<file path="src/rtl/tif_pkg.sv">
package tif_pkg;
  localparam int unsigned NCMP  = 3;
  localparam int unsigned NSRC  = NCMP + 2;
  localparam int unsigned REG_W = 8;

  // Source indices used for ack/irq vectors and internal flag storage
  localparam int unsigned SRC_OVF = 0;
  localparam int unsigned SRC_CAP = NCMP + 1;

  // Register select encoding
  localparam logic SEL_FLAGS = 1'b0;
  localparam logic SEL_MASKS = 1'b1;

  // Register bit position of a source (software-visible layout)
  function automatic int unsigned src_bit(input int unsigned s);
    if (s == SRC_CAP) return 5;
    else              return s;
  endfunction
endpackage

</file>
<file path="src/rtl/tif_rst_sync.sv">
module tif_rst_sync #(
  parameter int unsigned STAGES = 2
) (
  input  logic clk,
  input  logic rst_n,
  output logic rst_sync_n
);
  logic [STAGES-1:0] sync_q;

  always_ff @(posedge clk or negedge rst_n) begin
    if (!rst_n) sync_q <= '0;
    else        sync_q <= {sync_q[STAGES-2:0], 1'b1};
  end

  assign rst_sync_n = sync_q[STAGES-1];
endmodule

</file>
<file path="src/rtl/tif_evt_stage.sv">
module tif_evt_stage #(
  parameter int unsigned N = 5
) (
  input  logic         clk,
  input  logic         rst_n,
  input  logic         tick,
  input  logic [N-1:0] raw_evt,
  output logic [N-1:0] set_pulse
);
  logic [N-1:0] pend_q, pend_d;

  // Sample events on a tick; hold the sample until the next tick
  always_comb begin
    pend_d = pend_q;
    if (tick) pend_d = raw_evt;
  end

  always_ff @(posedge clk or negedge rst_n) begin
    if (!rst_n) pend_q <= '0;
    else        pend_q <= pend_d;
  end

  // Events captured on one tick are applied on the following tick
  assign set_pulse = pend_q & {N{tick}};
endmodule

</file>
<file path="src/rtl/tif_flag_bank.sv">
module tif_flag_bank #(
  parameter int unsigned N = 5
) (
  input  logic         clk,
  input  logic         rst_n,
  input  logic [N-1:0] set_pulse,
  input  logic [N-1:0] clr,
  output logic [N-1:0] flag_q
);
  logic [N-1:0] flag_d;

  for (genvar i = 0; i < N; i++) begin : g_flag
    // Set dominates clear so a coincident event is never dropped
    always_comb flag_d[i] = set_pulse[i] | (flag_q[i] & ~clr[i]);
  end

  always_ff @(posedge clk or negedge rst_n) begin
    if (!rst_n) flag_q <= '0;
    else        flag_q <= flag_d;
  end
endmodule

</file>
<file path="src/rtl/tif_top.sv">
module tif_top
  import tif_pkg::*;
#(
  parameter int unsigned SYNC_STAGES = 2
) (
  input  logic             clk,
  input  logic             rst_n,
  input  logic             tick,
  input  logic [NCMP-1:0]  cmp_match,
  input  logic [NCMP-1:0]  cmp_force,
  input  logic             evt_wrap,
  input  logic             evt_capture,
  input  logic             evt_top,
  input  logic             cap_as_top,
  input  logic             gie,
  input  logic [NSRC-1:0]  ack,
  input  logic             bus_addr,
  input  logic             bus_wr,
  input  logic [REG_W-1:0] bus_wdata,
  output logic [REG_W-1:0] bus_rdata,
  output logic [NSRC-1:0]  irq
);
  logic            rst_sync_n;
  logic [NSRC-1:0] raw_evt;
  logic [NSRC-1:0] set_pulse;
  logic [NSRC-1:0] clr;
  logic [NSRC-1:0] flag_q;
  logic [NSRC-1:0] mask_q, mask_d;
  logic [NSRC-1:0] wr_bits;

  function automatic logic [REG_W-1:0] pack_reg(input logic [NSRC-1:0] v);
    logic [REG_W-1:0] r;
    r = '0;
    for (int unsigned s = 0; s < NSRC; s++) r[src_bit(s)] = v[s];
    return r;
  endfunction

  function automatic logic [NSRC-1:0] unpack_reg(input logic [REG_W-1:0] r);
    logic [NSRC-1:0] v;
    for (int unsigned s = 0; s < NSRC; s++) v[s] = r[src_bit(s)];
    return v;
  endfunction

  tif_rst_sync #(.STAGES(SYNC_STAGES)) u_rst (
    .clk(clk), .rst_n(rst_n), .rst_sync_n(rst_sync_n)
  );

  // Event sources, forced compares filtered out
  always_comb begin
    raw_evt          = '0;
    raw_evt[SRC_OVF] = evt_wrap;
    for (int unsigned c = 0; c < NCMP; c++)
      raw_evt[1 + c] = cmp_match[c] & ~cmp_force[c];
    raw_evt[SRC_CAP] = cap_as_top ? evt_top : evt_capture;
  end

  tif_evt_stage #(.N(NSRC)) u_stage (
    .clk(clk), .rst_n(rst_sync_n), .tick(tick),
    .raw_evt(raw_evt), .set_pulse(set_pulse)
  );

  assign wr_bits = unpack_reg(bus_wdata);
  assign clr     = ack | ((bus_wr && bus_addr == SEL_FLAGS) ? wr_bits : '0);

  tif_flag_bank #(.N(NSRC)) u_flags (
    .clk(clk), .rst_n(rst_sync_n),
    .set_pulse(set_pulse), .clr(clr), .flag_q(flag_q)
  );

  always_comb begin
    mask_d = mask_q;
    if (bus_wr && bus_addr == SEL_MASKS) mask_d = wr_bits;
  end

  always_ff @(posedge clk or negedge rst_sync_n) begin
    if (!rst_sync_n) mask_q <= '0;
    else             mask_q <= mask_d;
  end

  assign bus_rdata = (bus_addr == SEL_FLAGS) ? pack_reg(flag_q) : pack_reg(mask_q);
  assign irq       = flag_q & mask_q & {NSRC{gie}};
endmodule

</file>
<file path="config.mk">
export PLATFORM = sky130hd
export DESIGN_NAME = tif_top
export DESIGN_NICKNAME = d
export VERILOG_FILES = /design/src/rtl/tif_pkg.sv /design/src/rtl/tif_rst_sync.sv /design/src/rtl/tif_evt_stage.sv /design/src/rtl/tif_flag_bank.sv /design/src/rtl/tif_top.sv
export SDC_FILE = /design/constraint.sdc
export NUM_CORES = 1
export LEC_CHECK = 0
export BUFFER_PORTS_ARGS = -buffer_cell sky130_fd_sc_hd__buf_2
export CAP_MARGIN = 5
export CELL_PAD_IN_SITES_DETAIL_PLACEMENT = 1
export CELL_PAD_IN_SITES_GLOBAL_PLACEMENT = 1
export CORE_ASPECT_RATIO = 1.1
export CORE_UTILIZATION = 34
export DETAILED_ROUTE_END_ITERATION = 7
export GPL_TIMING_DRIVEN = 0
export HOLD_SLACK_MARGIN = 0.06
export MAX_ROUTING_LAYER = met4
export PLACE_DENSITY = 0.78
export SETUP_SLACK_MARGIN = 0.1
export SYNTH_ARGS = -nofsm -noshare
export SYNTH_HDL_FRONTEND = slang
export SYNTH_SLANG_ARGS = --single-unit
export TNS_END_PERCENT = 5
</file>
<file path="constraint.sdc">
create_clock -name clk -period 1.9 [get_ports clk]
set_input_delay 0.19 -clock clk [delete_from_list [all_inputs] [get_ports clk]]
set_output_delay 0.19 -clock clk [all_outputs]
set_load 0.03 [all_outputs]
</file>
## Yosys cells after proc, flatten, opt, wreduce, memory -nomap -nowiden

Cells that the tools add are included.

- Output and inout bits: 13
- Bits in writable memories: 0
- Logic and storage cells: 35
- Input bits: 29
- Latch bits: 0
- Memories kept: 0
- ROM bits: 0
- Flip-flop bits (word level): 17

- Magnitude comparators: 0
- Add/sub/neg operators: 0
- Div/mod/pow operators: 0
- Reductions and logical operators: 2
- Mux-type cells: 3
- Multipliers: 0
- Shift-type cells: 0
- Equality and inequality tests: 0
- Bitwise gates (word level): 26

Operators with widths:

| cell | number |
|---|---|
| 5-bit AND | 3 |
| 1-bit NOT | 9 |
| 1-bit AND | 8 |
| 6-bit two-way mux | 1 |
| 5-bit two-way mux | 1 |
| 1-bit bitwise OR | 5 |
| 5-bit bitwise OR | 1 |
| 1-bit logical AND | 2 |
| 1-bit two-way mux | 1 |

## Logic depth before layout (Yosys ltp)

- Depth in word-level cells: 7
- Mapped depth: 3
- Depth with buffers taken out: 2

## Cells and area by module

From an unflattened synthesis, not the netlist that was laid out.

- Cell total of the unflattened synthesis: 70
- Area, all modules: 897.1 sq um

Modules (own cells, without submodules):

| module | cells an instance | area each (sq um) | instances | sequential area each (sq um) |
|---|---|---|---|---|
| tif_top | 36 | 412.9 | 1 | 125.1 |
| tif_evt_stage | 16 | 249.0 | 1 | 125.1 |
| tif_flag_bank | 15 | 181.4 | 1 | 125.1 |
| tif_rst_sync | 3 | 53.8 | 1 | 50.0 |

## Worst setup path after synthesis

OpenSTA, ideal clock, no wires.

- Kind: input to output
- Start point: input bus_addr
- End point: output bus_rdata[0]
- Data arrival time: 0.699 ns
- Cell stages on the path: 2
- Data required time: 1.710 ns
- Path buffers: 1
- Setup slack: 1.011 ns
- Cells stage by stage: buf_6 > mux2_2

- Cells in the longest elaborated chain, start to end: 1

RTL lines:

| item | line | RTL |
|---|---|---|
| from (decl) | tif_top.sv:17 | `input logic bus_addr,` |
| 6-bit two-way mux | tif_top.sv:80 | `assign bus_rdata = (bus_addr == SEL_FLAGS) ? pack_reg(flag_q) : pack_reg(mask_q);` |
| to (decl) | tif_top.sv:20 | `output logic [REG_W-1:0] bus_rdata,` |

No other way between the ends.

## Worst setup path in the final report

- Start point: register u_flags.flag_q[1]
- End point: output bus_rdata[1]

- Cells in the longest elaborated chain, start to end: 1

RTL lines:

| item | line | RTL |
|---|---|---|
| from (decl) | tif_flag_bank.sv:8 | `output logic [N-1:0] flag_q` |
| from (signal assigned) | tif_flag_bank.sv:19 | `else flag_q <= flag_d;` |
| 6-bit two-way mux | tif_top.sv:80 |  |

No other way between the ends.

==> impl_metrics.tcl <==
set metrics [dict create \
    drive_above_1_share_pct 50.00 \
    ant_nets 0 \
    dp_hpwl_mm 1.462 \
    routed_wl_mm 1.856 \
    slew_headroom_pct 58.54 \
    dieArea_um2 2572 \
    core_area_um2 2252 \
    htreeDepth 1 \
    rsz0062_at_grt "no" \
    area_growth_pct 31.78 \
    place.gp.congestion 0.6940 \
    ff2ff_path_depth 1 \
    synthCells 68 \
    drv_cap 0 \
    power.density_nw_per_um2 761.4 \
    final_common_cell "buf_2" \
    max_freq_mhz 751.6 \
    postSynthAreaPerCell_um2 11.87 \
    fin_crit_ns 1.331 \
    clockBufferDepth 2 \
    finalCritPeriodShare_pct 70.03 \
    vias 665 \
    hold_viol_final 0 \
    synth_top_cell_area_share_pct 52.71 \
    crit_path_end "bus_rdata[1]" \
    tightest_slew_ns 0.6219 \
    dpl_cell_area_um2 1027 \
    synth_seq_cells 17 \
    diodes 0 \
    drv_slew 0 \
    cts.sinks 17 \
    ys_warn_count 0 \
    root_buffer "clkbuf_4" \
    overflow 0 \
    drc 0 \
    grt_first_pass_wirelength_mm 3.229 \
    via_per_inst 4.750 \
    crit_fanout 3 \
    clk_latency_ns 0.28 \
    synth-seq-area-share_pct 52.71 \
    p_leak_nw 0.5624 \
    status "finished clean" \
    first_pass_iters 4 \
    post-route-cell-area_um2 1064 \
    cts_resized 0 \
    final_core_util_pct 47.22 \
    path_class "register to output port" \
    port_buffers 35 \
    startpoint_type "register" \
    grt_use_total_pct 17.55 \
    yosys.area.top_type "dfrtp_1" \
    grt_antenna_before_repair 0 \
    nets 140 \
    post-cts-setup-buffers 0 \
    finalSetupViolations 0 \
    die_y_um 53.10 \
    syn-cell-area_um2 807.0 \
    fin_skew_ns 0.0004320 \
    finalHoldWorstSlack_ns 0.1366 \
    worstReg2RegEnd "mask_q[3]" \
    io_pins 42 \
    cts_tree "built" \
    crit_start "u_flags.flag_q[1]" \
    die_w_um 48.45 \
    final_cell_mix "36 x buf_2, 17 x dfrtp_1, 11 x mux2_2" \
    worstPathArrival_ns 1.14 \
    numCtsBuffers 3 \
    r2r_slack_ns 1.12 \
    irDropWorstVdd_v 0.0004673 \
    initial_utilization_pct 35.83 \
    hp-class "input port to register" \
    first_iter_violations 11 \
    setup_tns_ns 0 \
    synthTopCellsByArea "dfrtp_1 53%, mux2_2 15%, nand3b_1 7.4%, a32o_1 6.2%, and3_1 3.9%" \
    cts.hold.buffers_added 1 \
    grt_start_max_net_pins 16 \
    wl_per_cell_um 13.26 \
    ys_types 15 \
    worstPathRequired_ns 1.71 \
    row_count 18 \
    reg2reg_from "mask_q[3]" \
    path_clk_slew_ns 0.09 \
    end_kind "output port" \
    grt_pass1_vias 718 \
]
==> kinds of logic after synthesis <==
| group | count (synthesis) | share of synthesized area (%) |
|---|---|---|
| muxes | 12 | 16.59 |
| DFF | 17 | 52.71 |
| other | 2 | 0.9306 |
| AOI/OAI and AO/OA | 9 | 8.681 |
| buffers and inverters | 13 | 8.526 |
| and+or+nand+nor | 15 | 12.56 |
==> worst max-delay path: stages (launching register included) <==
cell	delay [ns]
dfrtp_1	0.40
mux2_2	0.28
buf_2	0.18
==> flip-flops by register name, indices dropped and copies added (netlist names) <==
register and count:
u_rst.sync_q 2, u_stage.pend_q 5, mask_q 5, u_flags.flag_q 5
==> cell type report <==
| type | count | area [um2] |
|---|---|---|
| repair buffers | 36 | 185.2 |
| flip-flops and latches | 17 | 425.4 |
| plain buffers | 5 | 38.79 |
| fillers | 267 | 1189 |
| clock buffers | 4 | 26.28 |
| inverters | 8 | 30.03 |
| multi-input cells | 40 | 320.3 |
| well taps | 30 | 37.54 |
==> metrics by stage <==
stage	std cells	power [mW]	setup WS [ns]
after floorplan	70	0.5583	1.011
after global placement	135	0.6210	0.7702
after detailed placement	135	0.6315	0.7507
after CTS	140	0.8312	0.5411
after global routing	140	0.8578	0.5220
final	140	0.8098	0.5695
==> power breakdown <==
part	internal (mW)	switching [mW]	leakage [nW]
logic	0.0892	0.105	0.340
registers	0.400	0.0294	0.208
clock network	0.0815	0.105	0.0150
==> per-layer routing <==
layer	up-vias	routed length (um)	GRT usage (%)
met5	-	0	-
li1	319	-	-
met1	319	829	19.43
met3	2	83	2.011
met2	25	916	30.52
met4	0	27	11.76
==> synthesized netlist by cell type <==
master	count
buf_4	3
o21ai_0	3
buf_6	1
buf_2	1
dfrtp_1	17
conb_1	2
mux2i_1	1
a32o_1	5
inv_1	8
nor2_1	1
mux2_2	11
nand3b_1	8
and3_1	5
a21oi_1	1
nand2_2	1
==> worst min path at each step <==
stage | from | end | slack, ns | cells past startpoint
3_5_place_dp | rst_n | u_rst.sync_q[0] | -0.02 | 1
6_report | evt_wrap | u_stage.pend_q[0] | 0.14 | 2
4_1_cts | evt_wrap | u_stage.pend_q[0] | 0.12 | 2
3_3_place_gp | rst_n | u_rst.sync_q[1] | -0.03 | 1
2_1_floorplan | rst_n | u_rst.sync_q[0] | -0.11 | 0
5_1_grt | evt_wrap | u_stage.pend_q[0] | 0.13 | 2
(Power assumes the default switching activity.)
